### src/rtl/rob_pkg.sv
package rob_pkg;
    parameter int ROB_DEPTH = 16;
    parameter int RET_W     = 2;
    parameter int DATA_W    = 32;
    parameter int PC_W      = 32;
    parameter int NUM_AREGS = 32;

    localparam int IDX_W  = $clog2(ROB_DEPTH);
    localparam int CNT_W  = IDX_W + 1;
    localparam int RN_W   = $clog2(RET_W + 1);
    localparam int AREG_W = $clog2(NUM_AREGS);

    typedef logic [IDX_W-1:0]  idx_t;
    typedef logic [CNT_W-1:0]  cnt_t;
    typedef logic [RN_W-1:0]   rn_t;
    typedef logic [DATA_W-1:0] data_t;
    typedef logic [PC_W-1:0]   pc_t;
    typedef logic [AREG_W-1:0] areg_t;

    typedef struct packed {
        pc_t   pc;
        areg_t dest;
        logic  has_dest;
        logic  done;
        logic  fault;
        data_t value;
    } slot_t;

    // distance of a slot from the head, in program order (depth is a power of two)
    function automatic cnt_t slot_age(idx_t pos, idx_t head);
        idx_t d;
        d = pos - head;
        return {1'b0, d};
    endfunction
endpackage

### src/rtl/rob_slots.sv
module rob_slots
    import rob_pkg::*;
(
    input  logic                     clk,
    input  logic                     rst,
    input  logic                     alloc_en,
    input  idx_t                     alloc_idx,
    input  pc_t                      alloc_pc,
    input  areg_t                    alloc_dest,
    input  logic                     alloc_has_dest,
    input  logic                     wb_en,
    input  idx_t                     wb_idx,
    input  data_t                    wb_data,
    input  logic                     wb_fault,
    input  idx_t                     base_idx,
    output pc_t                      head_pc,
    output logic  [RET_W-1:0]        win_done,
    output logic  [RET_W-1:0]        win_fault,
    output logic  [RET_W-1:0]        win_has_dest,
    output areg_t [RET_W-1:0]        win_dest,
    output data_t [RET_W-1:0]        win_value
);
    slot_t mem [ROB_DEPTH];

    always_ff @(posedge clk) begin
        if (rst) begin
            for (int i = 0; i < ROB_DEPTH; i++) begin
                mem[i] <= '0;
            end
        end else begin
            if (alloc_en) begin
                mem[alloc_idx] <= '{pc: alloc_pc, dest: alloc_dest, has_dest: alloc_has_dest,
                                   done: 1'b0, fault: 1'b0, value: '0};
            end
            if (wb_en) begin
                mem[wb_idx].done  <= 1'b1;
                mem[wb_idx].fault <= wb_fault;
                mem[wb_idx].value <= wb_data;
            end
        end
    end

    assign head_pc = mem[base_idx].pc;

    for (genvar k = 0; k < RET_W; k++) begin : g_window
        slot_t s;
        assign s               = mem[base_idx + idx_t'(k)];
        assign win_done[k]     = s.done;
        assign win_fault[k]    = s.fault;
        assign win_has_dest[k] = s.has_dest;
        assign win_dest[k]     = s.dest;
        assign win_value[k]    = s.value;
    end

    // a fresh slot can never be a live writeback target in the same cycle
    assert_alloc_wb_apart_R4: assert property (@(posedge clk) disable iff (rst)
        !(alloc_en && wb_en && (alloc_idx == wb_idx)));
endmodule

### src/rtl/rob_retire.sv
module rob_retire
    import rob_pkg::*;
(
    input  logic [RET_W-1:0] win_done,
    input  logic [RET_W-1:0] win_fault,
    input  cnt_t             limit,
    output rn_t              n_ret,
    output logic             fault_fire
);
    logic go;

    always_comb begin
        fault_fire = (limit != '0) && win_done[0] && win_fault[0];
        n_ret      = '0;
        go         = !fault_fire;
        for (int k = 0; k < RET_W; k++) begin
            if (go && (cnt_t'(k) < limit) && win_done[k] && !win_fault[k]) begin
                n_ret = n_ret + rn_t'(1);
            end else begin
                go = 1'b0;
            end
        end
    end
endmodule

### src/rtl/rob_arf.sv
module rob_arf
    import rob_pkg::*;
(
    input  logic                 clk,
    input  logic                 rst,
    input  logic  [RET_W-1:0]    we,
    input  areg_t [RET_W-1:0]    waddr,
    input  data_t [RET_W-1:0]    wdata,
    input  areg_t                raddr,
    output data_t                rdata
);
    data_t regs [NUM_AREGS];

    always_ff @(posedge clk) begin
        if (rst) begin
            for (int i = 0; i < NUM_AREGS; i++) begin
                regs[i] <= '0;
            end
        end else begin
            // ascending order: the younger port overrides an older one
            for (int k = 0; k < RET_W; k++) begin
                if (we[k]) begin
                    regs[waddr[k]] <= wdata[k];
                end
            end
        end
    end

    assign rdata = regs[raddr];
endmodule

### src/rtl/rob_top.sv
module rob_top
    import rob_pkg::*;
(
    input  logic                      clk,
    input  logic                      rst,
    input  logic                      disp_valid,
    input  logic [PC_W-1:0]           disp_pc,
    input  logic [AREG_W-1:0]         disp_dest,
    input  logic                      disp_has_dest,
    output logic [IDX_W-1:0]          disp_idx,
    output logic                      full,
    input  logic                      wb_valid,
    input  logic [IDX_W-1:0]          wb_idx,
    input  logic [DATA_W-1:0]         wb_data,
    input  logic                      wb_fault,
    input  logic                      mp_valid,
    input  logic [IDX_W-1:0]          mp_idx,
    input  logic [AREG_W-1:0]         arf_rd_addr,
    output logic [DATA_W-1:0]         arf_rd_data,
    output logic [RN_W-1:0]           ret_count,
    output logic                      redirect,
    output logic [IDX_W-1:0]          redirect_idx,
    output logic [PC_W-1:0]           redirect_pc,
    output logic [CNT_W-1:0]          occupancy
);
    idx_t head_q, tail_q, head_d, tail_d;
    cnt_t cnt_q, cnt_d;

    cnt_t  mp_age, mp_len, limit;
    logic  mp_live, wb_live, alloc, fault_fire;
    rn_t   n_ret;

    pc_t                 head_pc;
    logic  [RET_W-1:0]   win_done, win_fault, win_has_dest, arf_we;
    areg_t [RET_W-1:0]   win_dest;
    data_t [RET_W-1:0]   win_value;

    // ---------------- liveness and control ----------------
    assign full    = (cnt_q == cnt_t'(ROB_DEPTH));
    assign mp_age  = slot_age(mp_idx, head_q);
    assign mp_live = mp_valid && (mp_age < cnt_q);
    assign mp_len  = mp_age + cnt_t'(1);
    assign limit   = mp_live ? mp_len : cnt_q;
    assign wb_live = wb_valid && (slot_age(wb_idx, head_q) < cnt_q);
    assign alloc   = disp_valid && !full && !mp_live && !fault_fire;

    rob_slots u_slots (
        .clk            (clk),
        .rst            (rst),
        .alloc_en       (alloc),
        .alloc_idx      (tail_q),
        .alloc_pc       (disp_pc),
        .alloc_dest     (disp_dest),
        .alloc_has_dest (disp_has_dest),
        .wb_en          (wb_live),
        .wb_idx         (wb_idx),
        .wb_data        (wb_data),
        .wb_fault       (wb_fault),
        .base_idx       (head_q),
        .head_pc        (head_pc),
        .win_done       (win_done),
        .win_fault      (win_fault),
        .win_has_dest   (win_has_dest),
        .win_dest       (win_dest),
        .win_value      (win_value)
    );

    rob_retire u_retire (
        .win_done   (win_done),
        .win_fault  (win_fault),
        .limit      (limit),
        .n_ret      (n_ret),
        .fault_fire (fault_fire)
    );

    for (genvar k = 0; k < RET_W; k++) begin : g_arf_we
        assign arf_we[k] = (rn_t'(k) < n_ret) && win_has_dest[k];
    end

    rob_arf u_arf (
        .clk   (clk),
        .rst   (rst),
        .we    (arf_we),
        .waddr (win_dest),
        .wdata (win_value),
        .raddr (arf_rd_addr),
        .rdata (arf_rd_data)
    );

    // ---------------- pointer and count update ----------------
    always_comb begin
        head_d = head_q;
        tail_d = tail_q;
        cnt_d  = cnt_q;
        if (fault_fire) begin
            tail_d = head_q;
            cnt_d  = '0;
        end else if (mp_live) begin
            head_d = head_q + idx_t'(n_ret);
            tail_d = mp_idx + idx_t'(1);
            cnt_d  = mp_len - cnt_t'(n_ret);
        end else begin
            head_d = head_q + idx_t'(n_ret);
            tail_d = tail_q + idx_t'(alloc);
            cnt_d  = cnt_q - cnt_t'(n_ret) + cnt_t'(alloc);
        end
    end

    always_ff @(posedge clk) begin
        if (rst) begin
            head_q <= '0;
            tail_q <= '0;
            cnt_q  <= '0;
        end else begin
            head_q <= head_d;
            tail_q <= tail_d;
            cnt_q  <= cnt_d;
        end
    end

    assign disp_idx     = tail_q;
    assign occupancy    = cnt_q;
    assign ret_count    = n_ret;
    assign redirect     = fault_fire;
    assign redirect_idx = head_q;
    assign redirect_pc  = head_pc;

    // ---------------- assertions ----------------
    assert_occ_bound_R3: assert property (@(posedge clk) disable iff (rst)
        cnt_q <= cnt_t'(ROB_DEPTH));

    assert_full_hold_R3: assert property (@(posedge clk) disable iff (rst)
        (full && !mp_live && !fault_fire && (n_ret == '0)) |=> full);

    assert_flush_all_R7: assert property (@(posedge clk) disable iff (rst)
        fault_fire |=> (occupancy == '0));

    assert_single_pulse_R6: assert property (@(posedge clk) disable iff (rst)
        fault_fire |=> !redirect);

    assert_mp_tail_R8: assert property (@(posedge clk) disable iff (rst)
        (mp_live && !fault_fire) |=> (disp_idx == $past(mp_idx) + idx_t'(1)));
endmodule

### config.mk
export PLATFORM = sky130hd
export DESIGN_NAME = rob_top
export DESIGN_NICKNAME = d
export VERILOG_FILES = /design/src/rtl/rob_pkg.sv /design/src/rtl/rob_slots.sv /design/src/rtl/rob_retire.sv /design/src/rtl/rob_arf.sv /design/src/rtl/rob_top.sv
export SDC_FILE = /design/constraint.sdc
export NUM_CORES = 2
export LEC_CHECK = 0
export CAP_MARGIN = 20
export CORE_ASPECT_RATIO = 0.9
export CORE_UTILIZATION = 45
export DETAILED_ROUTE_END_ITERATION = 7
export GPL_TIMING_DRIVEN = 0
export PLACE_DENSITY = 0.6
export RECOVER_POWER = 100
export SYNTH_ARGS = -nofsm -noshare
export SYNTH_HDL_FRONTEND = slang
export SYNTH_SLANG_ARGS = --single-unit
### constraint.sdc
create_clock -name clk -period 15.5 [get_ports clk]
set_input_delay 3.1 -clock clk [delete_from_list [all_inputs] [get_ports clk]]
set_output_delay 3.1 -clock clk [all_outputs]
set_load 0.005 [all_outputs]
Word level (Yosys, flattened, before mapping)
Memory sizes are Yosys's and may differ from the RTL's. A register that Yosys moved wholly into a read port is not among the register bits.
Cells that the tools add are included.
{"block": "totals", "register_bits": 13, "ramBits": 2176, "out_inout_bits": 81, "wordCells": 84, "mem_count": 2}
{"name": "u_slots.mem", "depth": 16, "width": 72, "read_ports": 2, "rd_clocked_by_memory_dff": 1, "write_ports": 16, "line_no": "rob_slots.sv:23", "text": "slot_t mem [ROB_DEPTH];"}
{"name": "u_arf.regs", "depth": 32, "width": 32, "read_ports": 1, "rd_clocked_by_memory_dff": 0, "write_ports": 32, "line_no": "rob_arf.sv:12", "text": "data_t regs [NUM_AREGS];"}
{"block": "classes", "add_sub_neg": 11, "n_lt_le_gt_ge": 6, "n_eq_ne": 1, "mux": 35, "n_reduce_logical": 26}
{"op": "2-to-1 mux 72 bit", "n": 2}
{"op": "OR reduction 72 bit", "n": 2}
{"op": "2-to-1 mux 32 bit", "n": 2}
{"op": "OR reduction 32 bit", "n": 2}
{"op": "2-to-1 mux 4 bit", "n": 6}
{"op": "2-to-1 mux 5 bit", "n": 4}
{"op": "2-to-1 mux 1 bit", "n": 19}
{"op": "logical AND 1 bit", "n": 15}
{"op": "< comparator 1 x 5 -> 1 bit (first input constant)", "n": 2}
{"op": "< comparator 4 x 5 -> 1 bit", "n": 2}
{"op": "subtractor 5 x 2 -> 5 bit", "n": 2}
{"op": "adder 4 x 1 -> 4 bit (second input constant)", "n": 2}
{"op": "subtractor 4 bit", "n": 2}
{"op": "adder 4 x 1 -> 5 bit (second input constant)", "n": 1}
{"op": "adder 5 x 1 -> 5 bit", "n": 1}
{"op": "== test 5 bit (second input constant)", "n": 1}
{"op": "logical NOT 1 bit", "n": 5}
{"op": "nonzero test 5 bit", "n": 1}
{"op": "adder 4 x 1 -> 4 bit", "n": 1}
{"op": "adder 4 x 2 -> 4 bit", "n": 1}
{"op": "< comparator 1 x 2 -> 1 bit (first input constant)", "n": 2}
{"op": "2-to-1 mux 2 bit", "n": 2}
{"op": "adder 1 x 1 -> 2 bit (second input constant)", "n": 1}
{"op": "OR reduction 2 bit", "n": 1}

Longest topological paths before layout
{"block": "depth", "word_depth": 23, "depth_mapped": 26, "mapped_depth_nobuf": 26}

By module
A second synthesis with hierarchy kept.
{"block": "hier_totals", "cells_unflattened": 7578, "hier_area_um2": 109037.1}
{"mod": "rob_slots", "instances": 1, "cells_each": 3627, "area_each_um2": 56163.9}
{"mod": "rob_arf", "instances": 1, "cells_each": 3763, "area_each_um2": 51299.2}
{"mod": "rob_top", "instances": 1, "cells_each": 180, "area_each_um2": 1501.4}
{"mod": "rob_retire", "instances": 1, "cells_each": 8, "area_each_um2": 72.6}

Worst setup path after synthesis
No wires, ideal clock.
{"block": "synth_timing", "kind": "input port to output port", "start": "input mp_idx[0]", "end": "output redirect", "t_arrival_ns": 6.217, "slack_ns": 6.183, "path_stages": 13, "path_buffers": 1, "cell_sequence": "inv_1 > ha_1 > inv_1 > fa_1 > xnor2_1 > inv_1 > ha_1 > or2_2 > o311a_1 > a21o_1 > o311ai_0 > clkbuf_1 > inv_1"}
{"block": "synth_via", "elab_chain_cells": 7}
{"item": "start: declaration", "line_no": "rob_top.sv:17", "text": "input logic [IDX_W-1:0] mp_idx,"}
{"item": "subtractor 4 bit *", "line_no": "rob_pkg.sv:32", "text": "d = pos - head;"}
{"item": "< comparator 4 x 5 -> 1 bit", "line_no": "rob_top.sv:41", "text": "assign mp_live = mp_valid && (mp_age < cnt_q);"}
{"item": "logical AND 1 bit", "line_no": "rob_top.sv:41"}
{"item": "2-to-1 mux 5 bit *", "line_no": "rob_top.sv:43", "text": "assign limit = mp_live ? mp_len : cnt_q;"}
{"item": "nonzero test 5 bit *", "line_no": "rob_retire.sv:13", "text": "fault_fire = (limit != '0) && win_done[0] && win_fault[0];"}
{"item": "logical AND 1 bit * (2 in series)", "line_no": "rob_retire.sv:13"}
{"item": "end: declaration", "line_no": "rob_top.sv:21", "text": "output logic redirect,"}
Mark *: on every way between the ends. The rest lies on a longest branch, timed or not.

==> results.tsv <==
stage	metric	value	unit
grt	largest net degree at the start of global routing	27	
run	max_cap viols	77	
clock_network	Post-CTS Hold Buffers	0	
sta	f_max	76.09	MHz
sta	endpoints failing setup	0	
worst_setup_path	worst setup path start	mp_idx[0]	
logic_synthesis	Synth Area in XOR/XNOR	0.001376	
worst_setup_path	Reg2Reg Depth	23	
run_status	failing checks	capacitance limit, slew limit	
grt	vias in the first global route	78820	
worst_setup_path	Worst R2R Setup Slack	3.87	ns
logic_synthesis	Mapped Area	114600	sq um
clock_network	worst skew pair latency	0.95	ns
worst_setup_path	reg2reg end	u_arf.regs[22][20]$_DFFE_PP_	
drt	Final ANT Viol Nets	0	
logic_synthesis	Yosys Warn Count	0	
grt	initial antenna violation count	50	
min_path	HP Class	reg2reg	
drt	DRC viols	0	
grt	Tot GR Track Use	0.3437	
drt	DR iter-0 viols	12990	
sta	Final period util	0.8479	
floorplan	Top Ports	170	
logic_synthesis	Async SR Flop Fraction	0	
drt	vias post-DR	79720	
drt	TritonRoute pass-1 iters	8	
clock_network	CTS tree	yes	
drt	DR WL/cell	36.98	um
logic_synthesis	Synth Instances	7899	
worst_setup_path	worst path required time	16.01	ns
drt	Via-to-Cell Ratio	6.608	
placed_design	DP Worst Slack	4.553	ns
sta	Slew HR	-1.206	
sta	Setup TNS	0	ns
clock_network	CTS buffer count	240	
worst_setup_path	startpoint types	input port	
sta	Final min period	13.14	ns
final_layout	fillers	21620	
final_layout	layout cells sized above 1	0.2843	
drt	drt total wl	446.1	mm
logic_synthesis	flip-flop and latch count after synthesis	2193	
logic_synthesis	Syn Nets	8024	
floorplan	area of the die	256700	sq um
floorplan	starting density of the core	0.4531	
logic_synthesis	main flop type after synthesis	edfxtp_1	
clock_network	Reg clk slew, reported paths	0.06	ns
worst_setup_path	Worst setup endpoint	u_arf.regs[22][20]$_DFFE_PP_	
worst_setup_path	Crit Path Class	in2reg	
worst_setup_path	Crit Path Max Fanout	12	
sta	worst slew pin tran	3.226	ns
final_layout	Synth-to-Final Area Change	12.71	%
sta	unrepaired setup endpoints after global routing	no	
clock_network	cts repair resizes	0	
floorplan	Cell Rows	175	
clock_network	postcts setup bufs	0	
worst_setup_path	endpoint class of the critical path	flop	
logic_synthesis	Yosys cell types	54	
final_layout	Final Net Count	8606	
clock_network	clock sinks	2193	
final_layout	most frequent cells in the layout	edfxtp_1 (2160), nor2_1 (1571), mux2_2 (952)	
placed_design	gp weighted congestion	0.9558	
logic_synthesis	register area share after synthesis	0.5718	
worst_setup_path	worst path arrival time	13.65	ns
logic_synthesis	number of synthesized flops with an enable pin	2160	
logic_synthesis	Synth Area in Adders	0.004259	
sta	final worst setup slack	2.358	ns
placed_design	hpwl dp	316.1	mm
sta	Fin. Hold Viols	0	
logic_synthesis	mux share of post-synthesis cell area	0.2688	
placed_design	Port Buffers	163	
logic_synthesis	largest family of logic cells by synthesized area	multiplexers	
logic_synthesis	Simple-Gate Fraction of Synth Area	0.1131	
grt	global-route wire length before repair	611.2	mm
clock_network	CTS root buf	clkbuf_16	
grt	total grt overflow	0	
run_status	status	finished with violations	
floorplan	Die Width	533.9	um
logic_synthesis	Synth Area per Inst	14.51	sq um
final_layout	commonest non-fill, non-tap cell in the layout	edfxtp_1	
floorplan	core box area	252900	sq um
clock_network	Max clock buf depth	4	
sta	Final Max Tran Viols	1273	
clock_network	H-tree depth	4	
power_and_ir_drop	peak supply drop	102.0	uV
worst_setup_path	R2R Path Start	redirect_idx[0]$_SDFFE_PP0N_	
power_and_ir_drop	PwrDens	115.0	nW/um^2
power_and_ir_drop	Pleak	43.41	nW
logic_synthesis	post-synthesis compound-gate area fraction	0.01145	
floorplan	Die Y	480.7	um
sta	clock skew	0.08071	ns
-- worst min path at each step --
| stage | startpoint | endpoint | slack [ns] | depth (start not counted) |
|---|---|---|---|---|
| after floorplan | u_slots.mem[12][33]$_SDFFE_PP1P_ | u_slots.mem[12][33]$_SDFFE_PP1P_ | 0.44 | 1 |
| after global placement | u_slots.mem[8][33]$_SDFFE_PP1P_ | u_slots.mem[8][33]$_SDFFE_PP1P_ | 0.47 | 1 |
| after detailed placement | u_slots.mem[9][33]$_SDFFE_PP1P_ | u_slots.mem[9][33]$_SDFFE_PP1P_ | 0.47 | 1 |
| after CTS | u_slots.mem[15][33]$_SDFFE_PP1P_ | u_slots.mem[15][33]$_SDFFE_PP1P_ | 0.49 | 1 |
| after global routing | u_slots.mem[15][33]$_SDFFE_PP1P_ | u_slots.mem[15][33]$_SDFFE_PP1P_ | 0.51 | 1 |
| final | u_slots.mem[15][33]$_SDFFE_PP1P_ | u_slots.mem[15][33]$_SDFFE_PP1P_ | 0.50 | 1 |
-- cell usage after synthesis, types with 63 or more instances --
library cell	instances	area (sq um)
and2_1	573	3585
clkbuf_1	447	1678
or2_2	188	1176
mux2_2	965	10870
buf_2	212	1061
nand2b_1	72	450.4
o31ai_1	63	473.0
nor2_1	1571	5897
edfxtp_1	2160	64860
buf_1	77	289.0
nand2_1	233	874.6
mux4_2	868	19550
-- flip-flops by register name, summed over array words and instances, names as in the netlist, named ones only --
| name | flops |
|---|---|
| u_slots.mem | 1152 |
| u_arf.regs | 1024 |
| occupancy | 5 |
| disp_idx | 4 |
| redirect_idx | 4 |
-- report_power, final --
part	total, mW	internal (mW)	switching (mW)	leakage (nW)
logic	2.20	0.655	1.54	17.2
clock network	5.70	3.20	2.49	3.63
registers	6.95	6.83	0.117	22.6
total	14.8	10.7	4.16	43.4
-- cell type report --
class,instances,area [sq um],share of cell area
inverter,58,217.7,0.001686
clock inverter,118,1100,0.008516
sequential,2193,65520,0.5073
buffer,746,2920,0.02261
antenna,30,75.07,0.0005813
timing repair buffer,340,3038,0.02352
clock buffer,314,6366,0.04929
multi-input combinational,4902,45700,0.3539
tap,3363,4208,0.03258
-- metrics by stage --
step | area, sq um | hold WS, ns | cells | util | power (mW)
detailed placement | 123900 | 0.4726 | 11590 | 0.4900 | 9.254
finish | 129100 | 0.4973 | 12060 | 0.5107 | 14.85
CTS | 131400 | 0.4911 | 12020 | 0.5196 | 14.82
global placement | 120400 | 0.4746 | 11430 | 0.4762 | 9.129
floorplan | 114600 | 0.4353 | 7899 | - | 8.099
global route | 129100 | 0.5093 | 12040 | 0.5105 | 15.08
-- per-layer routing --
metal  GRT usage  wire length [um]  part of all wire
met1      0.4539            164200              0.37
met2      0.5080            192800              0.43
met3      0.1203             64290              0.14
met4      0.1616             24530             0.055
met5           0               245           0.00055
-- worst max-delay path, cell delays in order --
cell and delay [ns]:
dlygate4sd3_1 0.61, inv_1 0.08, ha_1 0.16, inv_1 0.06
fa_1 0.38, xnor2_1 0.43, inv_1 0.15, ha_1 0.29
or2_2 0.29, o311a_1 0.15, a21o_1 0.29, nand2b_1 0.13
o311ai_0 0.25, a2111o_1 0.38, ha_1 0.24, nor3b_1 0.35
clkbuf_1 0.45, nor2b_1 0.19, clkbuf_1 0.35, nand2_1 0.56
clkbuf_1 0.54, clkbuf_1 0.44, o221ai_1 1.53, clkbuf_1 1.03
clkbuf_1 1.17
-- cells by family after synthesis --
kind of cell               Yosys count
AOI/OAI and AO/OA                  179
xor gates and xnor gates            18
adders and majority gates           36
buffers and inverters              804
DFF                               2193
muxes                             1870
and+or+nand+nor                   2799
Power figures use the tool's default switching activity.
